$ cat src/rtl/xw_pkg.sv
package xw_pkg;
    localparam int VA_W  = 64;
    localparam int PG_SH = 12;
    localparam int KEY_W = VA_W - PG_SH;

    localparam logic [1:0] ACC_READ  = 2'd0;
    localparam logic [1:0] ACC_WRITE = 2'd1;
    localparam logic [1:0] ACC_FETCH = 2'd2;

    localparam logic [2:0] FLT_NONE = 3'd0;
    localparam logic [2:0] FLT_SPEC = 3'd1;
    localparam logic [2:0] FLT_SEG  = 3'd2;
    localparam logic [2:0] FLT_PAGE = 3'd3;
    localparam logic [2:0] FLT_PROT = 3'd4;

    localparam int BIT_INV    = 5;
    localparam int BIT_REAL   = 6;
    localparam int BIT_RO     = 9;
    localparam int BIT_PG_INV = 10;

    typedef enum logic [2:0] {
        S_IDLE = 3'd0,
        S_PREP = 3'd1,
        S_RD   = 3'd2,
        S_WT   = 3'd3,
        S_DONE = 3'd4
    } xw_state_e;

    typedef struct packed {
        xw_state_e          state;
        logic [VA_W-1:0]    va;
        logic [1:0]         kind;
        logic [1:0]         space;
        logic               sec_fetch;
        logic               sec_data;
        logic               dat;
        logic [VA_W-1:0]    cur;
        logic [2:0]         step;
        logic [VA_W-1:0]    real_a;
        logic               pr;
        logic               pw;
        logic               px;
        logic [2:0]         fault;
        logic [VA_W-1:0]    exc;
        logic               key_we;
        logic [KEY_W-1:0]   key_page;
        logic               key_ref;
        logic               key_chg;
    } xw_regs_t;
endpackage

$ cat src/rtl/xw_range.sv
module xw_range
    import xw_pkg::*;
#(
    parameter int NUM_LEVELS = 5
) (
    input  logic [32:0] va_top,
    input  logic [1:0]  ttype,
    output logic        spec_err,
    output logic [2:0]  first_step
);
    localparam int LAST = NUM_LEVELS - 1;

    always_comb begin
        unique case (ttype)
            2'd3:    spec_err = 1'b0;
            2'd2:    spec_err = |va_top[32:22];
            2'd1:    spec_err = |va_top[32:11];
            default: spec_err = |va_top;
        endcase
        first_step = 3'(LAST - 1) - {1'b0, ttype};
    end
endmodule

$ cat src/rtl/xw_index.sv
module xw_index
    import xw_pkg::*;
#(
    parameter int NUM_LEVELS = 5
) (
    input  logic [51:0]      va_hi,
    input  logic [52:0]      entry_hi,
    input  logic [2:0]       step,
    output logic [VA_W-1:0]  rd_addr
);
    localparam int LAST = NUM_LEVELS - 1;

    logic [VA_W-1:0] cand [NUM_LEVELS];

    for (genvar g = 0; g < NUM_LEVELS; g++) begin : g_lvl
        if (g == LAST) begin : g_seg
            assign cand[g] = {entry_hi, 11'b0} + {53'b0, va_hi[7:0], 3'b0};
        end else begin : g_reg
            localparam int LO = 41 - 11 * g;
            assign cand[g] = {entry_hi[52:1], 12'b0} + {50'b0, va_hi[LO+10:LO], 3'b0};
        end
    end

    always_comb begin
        rd_addr = cand[LAST];
        for (int i = 0; i < NUM_LEVELS; i++) begin
            if (step == 3'(i)) rd_addr = cand[i];
        end
    end
endmodule

$ cat src/rtl/xw_final.sv
module xw_final
    import xw_pkg::*;
#(
    parameter logic [VA_W-1:0] LOW_LIMIT = 64'h2000
) (
    input  logic [VA_W-1:0]  raw_a,
    input  logic [VA_W-1:0]  prefix,
    input  logic [VA_W-1:0]  mem_size,
    output logic [VA_W-1:0]  reloc_a,
    output logic             in_mem,
    output logic [KEY_W-1:0] page
);
    always_comb begin
        reloc_a = (raw_a < LOW_LIMIT) ? raw_a + prefix : raw_a;
        in_mem  = (reloc_a <= mem_size);
        page    = reloc_a[VA_W-1:PG_SH];
    end
endmodule

$ cat src/rtl/xw_top.sv
module xw_top
    import xw_pkg::*;
#(
    parameter int              NUM_LEVELS = 5,
    parameter logic [VA_W-1:0] LOW_LIMIT  = 64'h2000
) (
    input  logic              clk,
    input  logic              rst_n,
    input  logic              start,
    input  logic [63:0]       va,
    input  logic [1:0]        kind,
    input  logic [1:0]        mode,
    input  logic              dat_en,
    input  logic              wide_addr,
    input  logic [63:0]       desc_pri,
    input  logic [63:0]       desc_sec,
    input  logic [63:0]       desc_home,
    input  logic [63:0]       prefix,
    input  logic [63:0]       mem_size,
    output logic              mem_req,
    output logic [63:0]       mem_addr,
    input  logic              mem_rvalid,
    input  logic [63:0]       mem_rdata,
    output logic              busy,
    output logic              done,
    output logic [63:0]       real_addr,
    output logic              perm_r,
    output logic              perm_w,
    output logic              perm_x,
    output logic [2:0]        fault,
    output logic [63:0]       exc_word,
    output logic              key_we,
    output logic [51:0]       key_page,
    output logic              key_ref,
    output logic              key_chg
);
    localparam int LAST = NUM_LEVELS - 1;
    localparam logic [VA_W-1:0] PG_MASK = ~((64'd1 << PG_SH) - 64'd1);

    xw_regs_t q, w_d, d;

    logic [VA_W-1:0] desc;
    logic            spec_err;
    logic [2:0]      first_step;
    logic [VA_W-1:0] idx_addr;
    logic [VA_W-1:0] reloc_a;
    logic            in_mem;
    logic [KEY_W-1:0] page;

    logic            fin_go;
    logic [2:0]      f_fault;
    logic [VA_W-1:0] f_real;
    logic            f_ro;

    always_comb begin
        unique case (q.space)
            2'd2:    desc = desc_sec;
            2'd3:    desc = desc_home;
            default: desc = desc_pri;
        endcase
    end

    xw_range #(.NUM_LEVELS(NUM_LEVELS)) u_range (
        .va_top     (q.va[63:31]),
        .ttype      (desc[3:2]),
        .spec_err   (spec_err),
        .first_step (first_step)
    );

    xw_index #(.NUM_LEVELS(NUM_LEVELS)) u_index (
        .va_hi    (q.va[63:12]),
        .entry_hi (q.cur[63:11]),
        .step     (q.step),
        .rd_addr  (idx_addr)
    );

    xw_final #(.LOW_LIMIT(LOW_LIMIT)) u_final (
        .raw_a    (f_real),
        .prefix   (prefix),
        .mem_size (mem_size),
        .reloc_a  (reloc_a),
        .in_mem   (in_mem),
        .page     (page)
    );

    // walk sequencing
    always_comb begin
        logic [VA_W-1:0] va_m;
        logic [1:0]      sp;
        w_d     = q;
        w_d.key_we = 1'b0;
        fin_go  = 1'b0;
        f_fault = FLT_NONE;
        f_real  = q.va;
        f_ro    = 1'b0;
        va_m    = wide_addr ? va : (va & 64'h7fff_ffff);
        sp      = (mode == 2'd0) ? 2'd1 : mode;
        if (mode == 2'd2 && kind == ACC_FETCH) sp = 2'd1;

        unique case (q.state)
            S_IDLE: begin
                if (start) begin
                    w_d.state     = S_PREP;
                    w_d.va        = va_m & PG_MASK;
                    w_d.kind      = kind;
                    w_d.space     = sp;
                    w_d.dat       = dat_en;
                    w_d.sec_fetch = dat_en && mode == 2'd2 && kind == ACC_FETCH;
                    w_d.sec_data  = dat_en && mode == 2'd2 && kind != ACC_FETCH;
                end
            end
            S_PREP: begin
                if (!q.dat) begin
                    fin_go = 1'b1;
                end else if (spec_err) begin
                    fin_go  = 1'b1;
                    f_fault = FLT_SPEC;
                end else if (desc[BIT_INV]) begin
                    fin_go  = 1'b1;
                    f_fault = FLT_SEG;
                end else if (desc[BIT_REAL]) begin
                    fin_go = 1'b1;
                end else begin
                    w_d.cur   = desc;
                    w_d.step  = first_step;
                    w_d.state = S_RD;
                end
            end
            S_RD: begin
                w_d.state = S_WT;
            end
            S_WT: begin
                if (mem_rvalid) begin
                    if (q.step != 3'(LAST)) begin
                        if (mem_rdata[BIT_INV]) begin
                            fin_go  = 1'b1;
                            f_fault = FLT_SEG;
                        end else begin
                            w_d.cur   = mem_rdata;
                            w_d.step  = q.step + 3'd1;
                            w_d.state = S_RD;
                        end
                    end else if (mem_rdata[BIT_PG_INV]) begin
                        fin_go  = 1'b1;
                        f_fault = FLT_PAGE;
                    end else begin
                        fin_go = 1'b1;
                        f_real = mem_rdata & PG_MASK;
                        f_ro   = mem_rdata[BIT_RO];
                    end
                end
            end
            S_DONE: begin
                w_d.state = S_IDLE;
            end
            default: begin
                w_d.state = S_IDLE;
            end
        endcase
    end

    // result formation
    always_comb begin
        logic [2:0] flt;
        logic       r, w, x;
        d   = w_d;
        flt = f_fault;
        if (flt == FLT_NONE && q.kind == ACC_WRITE && f_ro) flt = FLT_PROT;
        r = 1'b1;
        w = !f_ro;
        x = 1'b1;
        if (q.sec_fetch) begin
            r = 1'b0;
            w = 1'b0;
        end
        if (q.sec_data) x = 1'b0;
        if (fin_go) begin
            d.state = S_DONE;
            d.fault = flt;
            if (flt != FLT_NONE) begin
                d.real_a = '0;
                d.pr     = 1'b0;
                d.pw     = 1'b0;
                d.px     = 1'b0;
                d.exc    = q.va | {61'b0, flt == FLT_PROT, q.space};
                d.key_we = 1'b0;
            end else begin
                d.real_a   = reloc_a;
                d.pr       = r;
                d.pw       = w;
                d.px       = x;
                d.exc      = '0;
                d.key_we   = in_mem;
                d.key_page = page;
                d.key_ref  = r;
                d.key_chg  = w;
            end
        end
    end

    always_ff @(posedge clk or negedge rst_n) begin
        if (!rst_n) q <= '0;
        else        q <= d;
    end

    assign mem_req   = (q.state == S_RD);
    assign mem_addr  = idx_addr;
    assign busy      = (q.state != S_IDLE);
    assign done      = (q.state == S_DONE);
    assign real_addr = q.real_a;
    assign perm_r    = q.pr;
    assign perm_w    = q.pw;
    assign perm_x    = q.px;
    assign fault     = q.fault;
    assign exc_word  = q.exc;
    assign key_we    = q.key_we;
    assign key_page  = q.key_page;
    assign key_ref   = q.key_ref;
    assign key_chg   = q.key_chg;
endmodule

$ cat config.mk
export PLATFORM = sky130hd
export DESIGN_NAME = xw_top
export DESIGN_NICKNAME = d
export VERILOG_FILES = /design/src/rtl/xw_pkg.sv /design/src/rtl/xw_range.sv /design/src/rtl/xw_index.sv /design/src/rtl/xw_final.sv /design/src/rtl/xw_top.sv
export SDC_FILE = /design/constraint.sdc
export NUM_CORES = 1
export LEC_CHECK = 0
export ABC_CLOCK_PERIOD_IN_PS = 8200
export BUFFER_PORTS_ARGS = -buffer_cell sky130_fd_sc_hd__buf_2
export CAP_MARGIN = 5
export CORE_AREA = 2 2 275 277
export CTS_CLUSTER_DIAMETER = 40
export CTS_CLUSTER_SIZE = 14
export DETAILED_ROUTE_END_ITERATION = 8
export DIE_AREA = 0 0 277 279
export PLACE_DENSITY_LB_ADDON = 0.3
export RECOVER_POWER = 25
export SLEW_MARGIN = 20
export SYNTH_ARGS = -nofsm -noshare
export SYNTH_HDL_FRONTEND = slang
export SYNTH_SLANG_ARGS = --single-unit
$ cat constraint.sdc
create_clock -name clk -period 8.2 [get_ports clk]
set_clock_uncertainty 0.15 [all_clocks]
set_input_delay 1.64 -clock clk [delete_from_list [all_inputs] [get_ports clk]]
set_output_delay 1.64 -clock clk [all_outputs]
set_load 0.01 [all_outputs]
Yosys cells after proc, flatten, opt, wreduce, memory -nomap -nowiden
Index checks and enable logic that the tools add are counted.
- register bits after elaboration: 318
- word-level logic and storage cells: 147
- add/subtract/negate cells: 8
- magnitude comparators: 2
- equality and inequality tests: 34
- mux-type cells: 61
- bitwise logic cells: 2
- reductions and logical operators: 21
- operator list (cell ; number):
    64-bit 2-to-1 mux ; 11
    67-bit 2-to-1 mux ; 8
    64-bit by 14-bit adder with 64-bit output ; 4
    67-bit one-hot mux with 2 select lines ; 1
    64-bit one-hot mux with 2 select lines ; 1
    74-bit 2-to-1 mux ; 1
    65-bit 2-to-1 mux ; 1
    64-bit by 11-bit adder with 64-bit output ; 1
    64-bit adder ; 1
    64-bit less-or-equal comparator ; 1
    64-bit by 14-bit < comparator with 1-bit output (second input constant) ; 1
    64-bit by 3-bit bitwise OR with 64-bit output ; 1
    55-bit 2-to-1 mux ; 1
    54-bit 2-to-1 mux ; 1
    3-bit 2-to-1 mux ; 11
    33-bit OR reduction ; 1
    3-bit != test (second input constant) ; 9
    22-bit OR reduction ; 1
    2-bit != test (second input constant) ; 8
    8-bit AND reduction ; 2
    1-bit 2-to-1 mux ; 14
    2-bit 2-to-1 mux ; 7
    2-bit == test (second input constant) ; 6
    3-bit by 2-bit == test with 1-bit output (second input constant) ; 4
    other kinds (18) ; 31

Depth between registers and ports, before layout
Gate-level depths: netlist of run 1.
- depth after elaboration: 15
- mapped depth: 30
- depth with buffers taken out: 27

Modules after synthesis
Synthesis of run 1 repeated with hierarchy kept, for this count alone.
- cell total of the unflattened synthesis: 2611
- area, all modules: 23605.1 um^2
- modules (own cells, without submodules) (module ; times used ; cells an instance ; area each (um^2)):
    xw_top ; 1 ; 1336 ; 14602.8
    xw_final ; 1 ; 986 ; 6772.7
    xw_index ; 1 ; 270 ; 2128.3
    xw_range ; 1 ; 19 ; 101.3

Worst setup path after synthesis of run 1
No wires, ideal clock.
- path type: input to register
- start point: input port mem_rvalid
- end point: register q, in the netlist key_we
- arrival time: 6.962 ns
- setup slack: 0.967 ns
- cell stages on the path: 25
- path buffers: 2
- cells stage by stage: nand4b_1 -> nor3_1 -> buf_2 -> buf_2 -> mux2_2 -> ha_1 -> fa_1 -> a21o_1 -> a221oi_2 -> a2bb2oi_2 -> a211oi_2 -> o21ai_1 -> a21oi_2 -> a221o_1 -> xnor2_1 -> o21ai_1 -> ha_1 -> nand4_1 -> nor4_1 -> nand2_1 -> or3_1 -> inv_1 -> o31ai_1 -> a32oi_1 -> nor2_1
- RTL lines (element ; line ; source):
    start: declaration ; xw_top.sv:22 ; input logic mem_rvalid,
    end signal: assignment ; xw_top.sv:202 ; if (!rst_n) q <= '0;
    end signal: assignment ; xw_top.sv:203 ; else q <= d;
    end: declaration ; xw_top.sv:40 ; xw_regs_t q, w_d, d;

==> flow_results.org, run 1 <==
** Clock network
- TritonCTS created 61 clock buffers.
- After clock tree synthesis, the clock-pin slew on the worst setup and hold paths is 0.05 ns.
- Number of buffers inserted by hold repair at cts :: 0
- The longest clock path from root to sink contains 3 buffers.
- Clock tree from TritonCTS :: done
- H-tree depth :: 2
- The clock reaches the later pin of the worst-skew pair after 0.66 ns.
- Quantity of gates resized following cts :: 0
- In this run the post-CTS setup repair buffer count came out at 0.
- The clock drives 298 sinks.
- Root buffer cell :: sky130_fd_sc_hd__clkbuf_16

** Synthesis
- Share of synthesized area spent on multiplexers :: 7.15%
- The cell count after synthesis came out at 2,572.
- Area fraction in compound gates after synthesis :: 21.7%
- After Yosys synthesis, and, or, nand and nor cells account for 14.9% of the synthesized area.
- Counting flops with a built-in enable in the synthesized netlist gives 0.
- Flop and latch count out of synthesis :: 298
- Of the total synthesized cell area, the portion taken by full adders, half adders and majority gates is 7.73%.
- Sequential fraction of the synthesis area :: 33.6%
- Largest family of logic cells by synthesized area :: compound AO/OA/AOI/OAI gates
- Library cells used by synthesis :: 82
- Yosys top cell by area :: sky130_fd_sc_hd__dfrtp_1
- The Yosys step of the flow raised 0 warnings.
- Share of flip-flops with an asynchronous set or reset :: 100%
- For this run, the leading register cell type out of synthesis is sky130_fd_sc_hd__dfrtp_1.
- Top cells by area, synth :: sky130_fd_sc_hd__dfrtp_1 34%, sky130_fd_sc_hd__ha_1 7.3%, sky130_fd_sc_hd__buf_4 6.4%, sky130_fd_sc_hd__a21oi_1 5.2%, sky130_fd_sc_hd__nand2_1 4.1%
- Syn avg cell area :: 8.62 um2
- Post-Synthesis Cell Area :: 0.0222 mm2
- After Yosys synthesis, XOR and XNOR cells account for 3.32% of the synthesized area.
- In this run the biggest area consumer among cell types represents 33.6% of the synthesized area.

** Finish
- Summing all multi-input logic gate instances after layout gives 0.0122 mm2.
- After routing the design area is 0.0280 mm2.
- Final-stage net count :: 3,696
- In the final layout, flip-flops and latches occupy 0.00746 mm2.
- Final-layout fill cell count :: 7,696
- Utilization after layout :: 37.8%
- Compared with the post-synthesis result, the final layout area differs by 26.3%.
- In the final layout, the share of cells above drive strength 1 is 32.1%.

** STA
- Final number of max-transition violations :: 91
- Final setup vio count :: 0
- Final hold slack :: 0.320 ns
- At the pin with the least slew margin, the transition time is 5.26 ns.
- Unrepaired setup endpoints after global routing :: no
- The final critical path takes up 93.9% of the cycle.
- Timing would allow up to 0.130 GHz.
- Measured against its own limit, the worst slew margin works out to -251%.
- Final min period :: 7.70 ns
- Final hold viol count :: 0

** Pwr
- IR analysis of the VDD net gives a maximum drop of 0.205 mV.
- For this design the static power due to leakage is 14.4 nW.
- Power Total :: 11.7 mW
- PwrDens :: 418 mW/mm2

** Routing
- Vias post-DR :: 21,100
- Remaining routing DRC violations :: 0
- Before antenna repair, the detailed router went through 5 iterations.
- After detailed routing, the total wire length is 96,600 um.
- Average wire length per cell after detail routing :: 23.4 um
- Once detail routing completed, the nets flagged for antenna violations numbered 0.
- Iteration-0 DRC Markers :: 1,690
- Dividing the detail-routed via count by the number of cells gives 5.10.

** Critical path
- Flop-to-flop setup slack :: 0.92 ns
- CP Max Fanout :: 34
- Worst r2r dst :: key_we$_DFF_PN0_
- Most repeated library cell on the critical path :: sky130_fd_sc_hd__nand4_1
- The setup path with the least slack is of type input pin to register.
- Endpoint class of the critical path :: register
- Worst path top cell family by delay :: simple AND/OR/NAND/NOR gates
- Crit path largest cell delay :: 0.77 ns
- Library cell contributing the largest single delay on the critical path :: sky130_fd_sc_hd__o31ai_1
- CP required :: 8.54 ns
- At the worst endpoint, the arrival time is 8.04 ns.
- STA classifies the critical path startpoint as an input pin.
- Origin of the critical flop-to-flop path :: q[189]$_DFFE_PN0P_
- Buffering stage count on the worst path with inverters included :: 5
- The number of cells on the worst reg-to-reg path is 27.

** Global route
- Wire length of the first global-routing pass :: 139,000 um
- The initial antenna violation count was 26.
- Global router's overall resource usage :: 24.2%
- After global routing the overflow that remains totals 0.
- The number of global-route vias before repair was 20,700.
- Largest net degree at the start of global routing :: 149

** Worst hold path
- Counting instances, the worst hold path has a depth of 1.
- Worst Hold Launch :: key_page[22]$_DFFE_PN0P_
- Hold Crit Endpoint :: key_page[22]$_DFFE_PN0P_
- The tightest min-delay check is of the register to register type.

** Run status
- Violations in the final reports :: capacitance limit, slew limit
- The flow ran to the end, but the final reports show violations.

** Run
- Max-cap violations in this run came to 1.

** Die
- Placeable core region :: 0.0741 mm2
- The die is 279 um tall.
- From left edge to right edge, the die measures 277 um.
- Pin placement for this block handled 714 I/O pins.
- Initial standard-cell utilization of the core :: 29.9%
- Standard-cell rows :: 100
- The floorplan step defined a die boundary enclosing 0.0773 mm2.

** Placement
- The placed instances occupy a cell area of 0.0257 mm2.
- At the end of routability-driven placement, the weighted congestion stood at 0.935.
- After legalization and detailed placement, the total HPWL measured 78,900 um.
- Number of buffers inserted by port buffering :: 660
metrics by stage:
stage | cells | setup TNS [ns] | worst slack (ns)
after global routing | 4136 | 0 | 0.0782
after detailed placement | 4010 | -0.0960 | -0.0960
after global placement | 4010 | -0.154 | -0.154
final | 4137 | 0 | 0.500
after floorplan | 2583 | 0 | 0.967
after CTS | 4126 | 0 | 0.535
registers in the layout, indices dropped and copies added, names as in the netlist:
name / flops
exc_word: 55
perm_x: 1
fault: 3
perm_w: 1
key_chg: 1
key_we: 1
key_page: 52
key_ref: 1
real_addr: 64
perm_r: 1
q: 118
power breakdown:
group,total (mW),switching [mW],internal [mW]
logic,6.15,3.64,2.50
registers,2.85,0.750,2.10
clock network,2.72,0.964,1.76
total,11.7,5.36,6.36
worst register-to-register path, cell delays in order, from the launching register on:
cell and delay (ns):
sky130_fd_sc_hd__dfrtp_1 0.40, sky130_fd_sc_hd__inv_1 0.13, sky130_fd_sc_hd__ha_1 0.28, sky130_fd_sc_hd__nand2_1 0.11
sky130_fd_sc_hd__nor3_2 0.38, sky130_fd_sc_hd__buf_12 0.28, sky130_fd_sc_hd__mux2_2 0.42, sky130_fd_sc_hd__ha_1 0.40
sky130_fd_sc_hd__nand4_1 0.16, sky130_fd_sc_hd__nor2_1 0.18, sky130_fd_sc_hd__nand4_1 0.13, sky130_fd_sc_hd__o211ai_1 0.20
sky130_fd_sc_hd__buf_4 0.17, sky130_fd_sc_hd__a21oi_1 0.15, sky130_fd_sc_hd__o31ai_1 0.77, sky130_fd_sc_hd__a31oi_1 0.24
sky130_fd_sc_hd__mux2i_1 0.29, sky130_fd_sc_hd__nand2_1 0.09, sky130_fd_sc_hd__ha_1 0.32, sky130_fd_sc_hd__nand4_1 0.17
sky130_fd_sc_hd__nor4_1 0.61, sky130_fd_sc_hd__buf_4 0.24, sky130_fd_sc_hd__nand2_1 0.06, sky130_fd_sc_hd__or3_1 0.37
sky130_fd_sc_hd__inv_1 0.09, sky130_fd_sc_hd__o31ai_1 0.07, sky130_fd_sc_hd__a32oi_1 0.22, sky130_fd_sc_hd__nor2_1 0.05
logic make-up (layout without fill, tap and decap cells):
logic type	count (synthesis)	in the layout
compound gates	736	736
simple gates	719	719
buf+inv	451	1025
flops	298	298
mux	149	149
fa+ha+maj	134	134
xor+xnor	84	84
other cells	1	23
per-layer routing:
layer | up-vias | GRT usage, % | routed length [um]
li1 | 10000 | - | -
met1 | 10100 | 29.7 | 39800
met2 | 787 | 41.9 | 47000
met3 | 169 | 4.84 | 6060
met4 | 18 | 9.02 | 3680
met5 | - | 0.125 | 128
final cells by class:
cell class                 count  area share (%)
sequential                   298            26.7
clock inverter                48            2.46
multi-input combinational   1834            43.7
inverter                     117            1.57
clock buffer                  68            5.69
tap                          969            4.33
antenna                       11          0.0983
timing repair buffer         792            15.5
synthesized netlist by cell type (4+ instances only):
cell	number
sky130_fd_sc_hd__and3b_1	4
sky130_fd_sc_hd__buf_1	11
sky130_fd_sc_hd__o21ai_1	6
sky130_fd_sc_hd__nand2b_1	10
sky130_fd_sc_hd__nor2b_1	13
sky130_fd_sc_hd__xor2_1	30
sky130_fd_sc_hd__a22oi_1	11
sky130_fd_sc_hd__nand3_1	52
sky130_fd_sc_hd__o21ai_0	130
sky130_fd_sc_hd__buf_6	16
sky130_fd_sc_hd__a211oi_1	77
sky130_fd_sc_hd__nand2_1	241
sky130_fd_sc_hd__or3_1	10
sky130_fd_sc_hd__fa_1	5
sky130_fd_sc_hd__inv_1	116
sky130_fd_sc_hd__nor3_1	21
sky130_fd_sc_hd__buf_2	26
sky130_fd_sc_hd__a21o_1	113
sky130_fd_sc_hd__clkbuf_1	92
sky130_fd_sc_hd__nor3b_1	6
sky130_fd_sc_hd__a31o_2	7
sky130_fd_sc_hd__a21oi_1	230
sky130_fd_sc_hd__o211ai_1	11
sky130_fd_sc_hd__and2_1	38
sky130_fd_sc_hd__and4_1	4
sky130_fd_sc_hd__a221oi_1	4
sky130_fd_sc_hd__o31ai_1	9
sky130_fd_sc_hd__and3_1	17
sky130_fd_sc_hd__mux2i_1	75
sky130_fd_sc_hd__nand4_1	38
sky130_fd_sc_hd__buf_4	189
sky130_fd_sc_hd__dfrtp_1	298
sky130_fd_sc_hd__xnor2_1	54
sky130_fd_sc_hd__nor4_1	26
sky130_fd_sc_hd__a31oi_1	14
sky130_fd_sc_hd__o21bai_1	13
sky130_fd_sc_hd__ha_1	129
sky130_fd_sc_hd__o21a_1	8
sky130_fd_sc_hd__nor2_1	221
sky130_fd_sc_hd__a22o_1	64
sky130_fd_sc_hd__mux2_2	73
sky130_fd_sc_hd__or2_2	5
cell usage in the layout (no fill, tap or decap), types with 14 or more instances in the layout:
cell	instances
sky130_fd_sc_hd__inv_6	14
sky130_fd_sc_hd__xnor2_1	54
sky130_fd_sc_hd__ha_1	129
sky130_fd_sc_hd__and2_1	37
sky130_fd_sc_hd__nor2_1	221
sky130_fd_sc_hd__a211oi_1	76
sky130_fd_sc_hd__dfrtp_1	296
sky130_fd_sc_hd__a21o_1	113
sky130_fd_sc_hd__buf_4	128
sky130_fd_sc_hd__nor3_1	20
sky130_fd_sc_hd__and3_1	17
sky130_fd_sc_hd__mux2i_1	75
sky130_fd_sc_hd__nand2_1	241
sky130_fd_sc_hd__mux2_2	73
sky130_fd_sc_hd__nand3_1	52
sky130_fd_sc_hd__a21oi_1	230
sky130_fd_sc_hd__nor4_1	26
sky130_fd_sc_hd__buf_2	657
sky130_fd_sc_hd__a22o_1	64
sky130_fd_sc_hd__nand4_1	38
sky130_fd_sc_hd__clkbuf_16	61
sky130_fd_sc_hd__xor2_1	30
sky130_fd_sc_hd__inv_1	116
sky130_fd_sc_hd__o21ai_0	130
worst max path at each step:
| stage | from | endpoint | slack, ns | depth (start not counted) |
|---|---|---|---|---|
| floorplan | mem_rvalid | key_we$_DFF_PN0_ | 0.97 | 25 |
| global placement | mem_rvalid | key_we$_DFF_PN0_ | -0.15 | 27 |
| detailed placement | mem_rvalid | key_we$_DFF_PN0_ | -0.1 | 26 |
| CTS | mem_rvalid | key_we$_DFF_PN0_ | 0.54 | 26 |
| global route | mem_rvalid | key_we$_DFF_PN0_ | 0.08 | 26 |
| finish | mem_rvalid | key_we$_DFF_PN0_ | 0.50 | 26 |
Power figures use the tool's default switching activity.
==> run 2, diff against run 1 <==
Settings changed: SYNTH_HIERARCHICAL from default to 1.
==> run 2 against run 1 <==
- the run still ends with capacitance limit, slew limit left
- wire length increased by 0.44%
- sequential power about the same
- final area up 2.2%
- non-clock buffer count decreased by 97
- area after synthesis rose by 6.5%
- die area unchanged
==> flow_results.org, run 2 <==
** Die
- The horizontal die dimension came to 277 um (unchanged).
- The floorplan core area is 0.0741 mm2 (unchanged).
- Standard-cell rows :: 100 (unchanged)
- The number of top-level pins was 714 (unchanged).
- The chip height came to 279 um (unchanged).
- The die outline area was 0.0773 mm2 (unchanged).
- The starting density of the core came to 31.9% (+1.9 points).

** Routing
- Aggregate routed wire length :: 97,100 um (+0.44%)
- The remaining antenna violation count came to 0 (unchanged).
- The first-iteration detailed-routing DRC count was 1,241 (-27%).
- First drt pass iteration count :: 5 (unchanged)
- The number of vias per cell after detailed routing came to 5.25 (+2.9%).
- The routed wirelength normalized by instance count was 23.9 um (+2.2%).
- Remaining routing DRC violations :: 0 (unchanged)
- The count of vias placed by the detailed router was 21,300 (+1.1%).

** Synthesis
- The synthesized netlist cell count was 2,611 (+1.5%).
- Yosys instantiated no cell more often than sky130_fd_sc_hd__dfrtp_1.
- Most instantiated cells after synthesis :: 298 x sky130_fd_sc_hd__dfrtp_1, 242 x sky130_fd_sc_hd__buf_4, 204 x sky130_fd_sc_hd__a21oi_1, 181 x sky130_fd_sc_hd__nor2_1, 164 x sky130_fd_sc_hd__nand2_1
- Sequential fraction of the synthesis area :: 31.6% (-2.1 points)
- The distinct cell type count after synthesis came to 92 (+12%).
- The async set-or-reset flop fraction in the synthesized netlist was 100% (unchanged).
- Syn avg cell area :: 9.04 um2 (+4.9%)
- The most used flip-flop cell after synthesis is sky130_fd_sc_hd__dfrtp_1.
- Yosys top cell by area :: sky130_fd_sc_hd__dfrtp_1
- Number of synthesized flops with an enable pin :: 0 (unchanged)
- The synthesized flop and latch total came to 298 (unchanged).
- The top cell type's share of synthesized area is 31.6% (-2.1 points).
- Number of warning messages in the yosys log :: 6 (+6)
- Post-Synthesis Cell Area :: 0.0236 mm2 (+6.5%)
- Top cells by area, synth :: sky130_fd_sc_hd__dfrtp_1 32%, sky130_fd_sc_hd__buf_4 7.7%, sky130_fd_sc_hd__ha_1 7.3%, sky130_fd_sc_hd__mux2_2 5.0%, sky130_fd_sc_hd__a22o_1 4.5%

** Clock network
- The total clock buffers created by CTS came to 67 (+9.8%).
- Clock slew at reported path FFs :: 0.05 ns (about the same)
- TritonCTS built the clock tree.
- Root buffer cell :: sky130_fd_sc_hd__clkbuf_16
- Clk_lat worst skew :: 0.61 ns (-0.05 ns)
- Quantity of gates resized following cts :: 0 (unchanged)
- Number of buffers inserted by hold repair at cts :: 0 (unchanged)
- The worst-case clock buffer depth was 3 (unchanged).
- The number of sinks on the clock net is 298 (unchanged).
- The number of buffers inserted by post-CTS setup repair came to 0 (unchanged).
- H-tree depth :: 3 (+1)

** Global route
- The remaining global-route overflow was 0 (unchanged).
- Met1 layer usage reported by global route :: 30.0% (+0.30 points)
- Met3 Usage GRT :: 5.61% (+0.76 points)
- Global router's overall resource usage :: 24.2% (about the same)
- Met2 global-route usage :: 41.1% (-0.80 points)
- Layer with the highest usage after global routing :: met2
- The initial antenna violation count is 40 (+54%).
- Number of global-route vias before repair :: 20,900 (+1.1%)
- The global-route wire length before repair was 139,000 um (about the same).
- Largest net degree at the start of global routing :: 111 (-26%)

** Pwr
- The leakage power total came to 14.4 nW (-0.42%).
- The total power density per cell area was 422 mW/mm2 (+0.86%).
- Worst supply voltage drop on vdd :: 0.258 mV (+25%)
- Power Total :: 12.1 mW (+3.1%)

** STA
- Measured slew at the worst slew-check pin :: 3.78 ns (-1.48 ns)
- Final number of max-transition violations :: 162 (+78%)
- Final min period :: 7.16 ns (-0.537 ns)
- The accumulated negative setup slack is 0 ns (unchanged).
- The final period utilization was 87.4% (-6.6 points).
- Final hold viol count :: 0 (unchanged)
- Tightest slew margin relative to the limit :: -152% (+99 points)
- The highest attainable clock frequency is 0.140 GHz (+7.5%).
- The setup violation total in the final timing report was 0 (unchanged).
- Unrepaired setup endpoints after global routing :: no

** Placement
- Count of placed standard cells including taps :: 3,927 (-2.1%)
- The count of port buffers added during placement came to 660 (unchanged).
- Half-perimeter wire length of the detailed placement result :: 78,000 um (-1.2%)
- The final weighted congestion in routability-driven placement came to 0.919 (-1.7%).

** Run status
- Run status :: finished with violations
- The final reports fail on capacitance limit, slew limit.

** Worst hold path
- The tightest min-delay check is of the register to register type.
- Worst Hold Launch :: q[257]$_DFFE_PN0P_
- For hold timing, the worst endpoint is perm_x$_DFFE_PN0P_.
- Number of cells on the worst hold path :: 1 (unchanged)

** Critical path
- Worst path arrival time :: 7.56 ns (-0.48 ns)
- The most numerous cell type found on the critical path is sky130_fd_sc_hd__a21o_1.
- The startpoint identified for the worst register-to-register timing path is q[328]$_DFFE_PN0P_.
- Library cell contributing the largest single delay on the critical path :: sky130_fd_sc_hd__mux2_2
- The setup path with the least slack is of type input pin to register.
- The highest fanout seen on the critical path came to 25 (-26%).
- The worst setup path is captured at a register.
- The number of cells on the worst reg-to-reg path is 27 (unchanged).
- Flop-to-flop setup slack :: 1.59 ns (+0.67 ns)
- The required time of the critical path is 8.60 ns (+0.06 ns).
- Worst r2r dst :: key_we$_DFF_PN0_
- The worst setup path is launched from an input pin.
- Crit path largest cell delay :: 0.46 ns (-0.31 ns)

** Finish
- Register with the most flip-flops :: q
- Most common library cell in the layout ignoring fill and taps :: sky130_fd_sc_hd__buf_2
- Layout cells sized above 1 :: 31.7% (-0.39 points)
- Most frequent cells in the layout :: 658 x sky130_fd_sc_hd__buf_2, 296 x sky130_fd_sc_hd__dfrtp_1, 204 x sky130_fd_sc_hd__a21oi_1
- The number of flip-flops in the largest register came to 118 (unchanged).
- The layout net count is 3,628 (-1.8%).
- The number of standard cells in the layout, taps in and fillers out was 4,065 (-1.7%).
- Compared with the post-synthesis result, the final layout area differs by 21.2%.
- The count of fill cells added during filler insertion was 7,644 (-0.68%).

** Run
- The max-capacitance violation count came to 3 (+2).
run 2: metrics by stage:
step / utilization [%] / cell area (um2) / hold WS (ns) / worst slack [ns]
floorplan: - / 23700 / 0.283 / 1.00
global placement: 35.4 / 26200 / 0.298 / 0.437
detailed placement: 35.4 / 26200 / 0.303 / 0.412
CTS: 38.6 / 28600 / 0.310 / 1.05
global route: 38.6 / 28600 / 0.336 / 0.645
finish: 38.6 / 28600 / 0.319 / 1.04
run 2: logic make-up (layout without fill, tap and decap cells):
family | after synthesis | after routing | share of synthesized area, %
AND/OR/NAND/NOR | 637 | 637 | 13.5
buffers and inverters | 503 | 939 | 12.2
other | 3 | 52 | 0.0477
XOR/XNOR | 90 | 90 | 3.34
AO/OA/AOI/OAI | 730 | 730 | 21.5
adder cells (fa/ha/maj) | 142 | 142 | 7.69
multiplexers | 208 | 208 | 10.1
flip-flops | 298 | 298 | 31.6
run 2: cell type report:
type	instances	area (um2)	area share (%)
Clock inverter	47	588	2.06
Inverter	121	454	1.59
Antenna cell	14	35.0	0.122
Multi-Input combinational cell	1845	13400	47.0
Tap cell	969	1210	4.24
Clock buffer	76	1790	6.26
Timing Repair Buffer	695	3620	12.6
Sequential cell	298	7460	26.1
run 2: worst max-delay path, delay by kind of cell:
| kind | cells | cell delay [ns] |
|---|---|---|
| buffers and inverters | 3 | 0.45 |
| multiplexers | 1 | 0.46 |
| AND/OR/NAND/NOR | 6 | 0.94 |
| adder cells (fa/ha/maj) | 2 | 0.66 |
| AO/OA/AOI/OAI | 16 | 3.33 |
run 2: worst max-delay path by stage:
stage / start / end
2_1_floorplan: mem_rvalid / key_we$_DFF_PN0_
6_report: mem_rvalid / key_we$_DFF_PN0_
3_5_place_dp: mem_rvalid / key_we$_DFF_PN0_
4_1_cts: mem_rvalid / key_we$_DFF_PN0_
3_3_place_gp: mem_rvalid / key_we$_DFF_PN0_
5_1_grt: mem_rvalid / key_we$_DFF_PN0_
run 2: metal layers:
metal / wire length [um] / vias to the layer above / share of wire [%]
li1: - / 10100 / -
met1: 39600 / 10300 / 41
met2: 47100 / 781 / 49
met3: 7080 / 192 / 7.3
met4: 3070 / 38 / 3.2
met5: 233 / - / 0.24
run 2: power breakdown:
part	internal (mW)	leakage (nW)	switching [mW]
clock	1.85	1.15	0.997
sequential	2.13	3.72	0.740
combinational	2.56	9.50	3.80
total	6.54	14.4	5.54
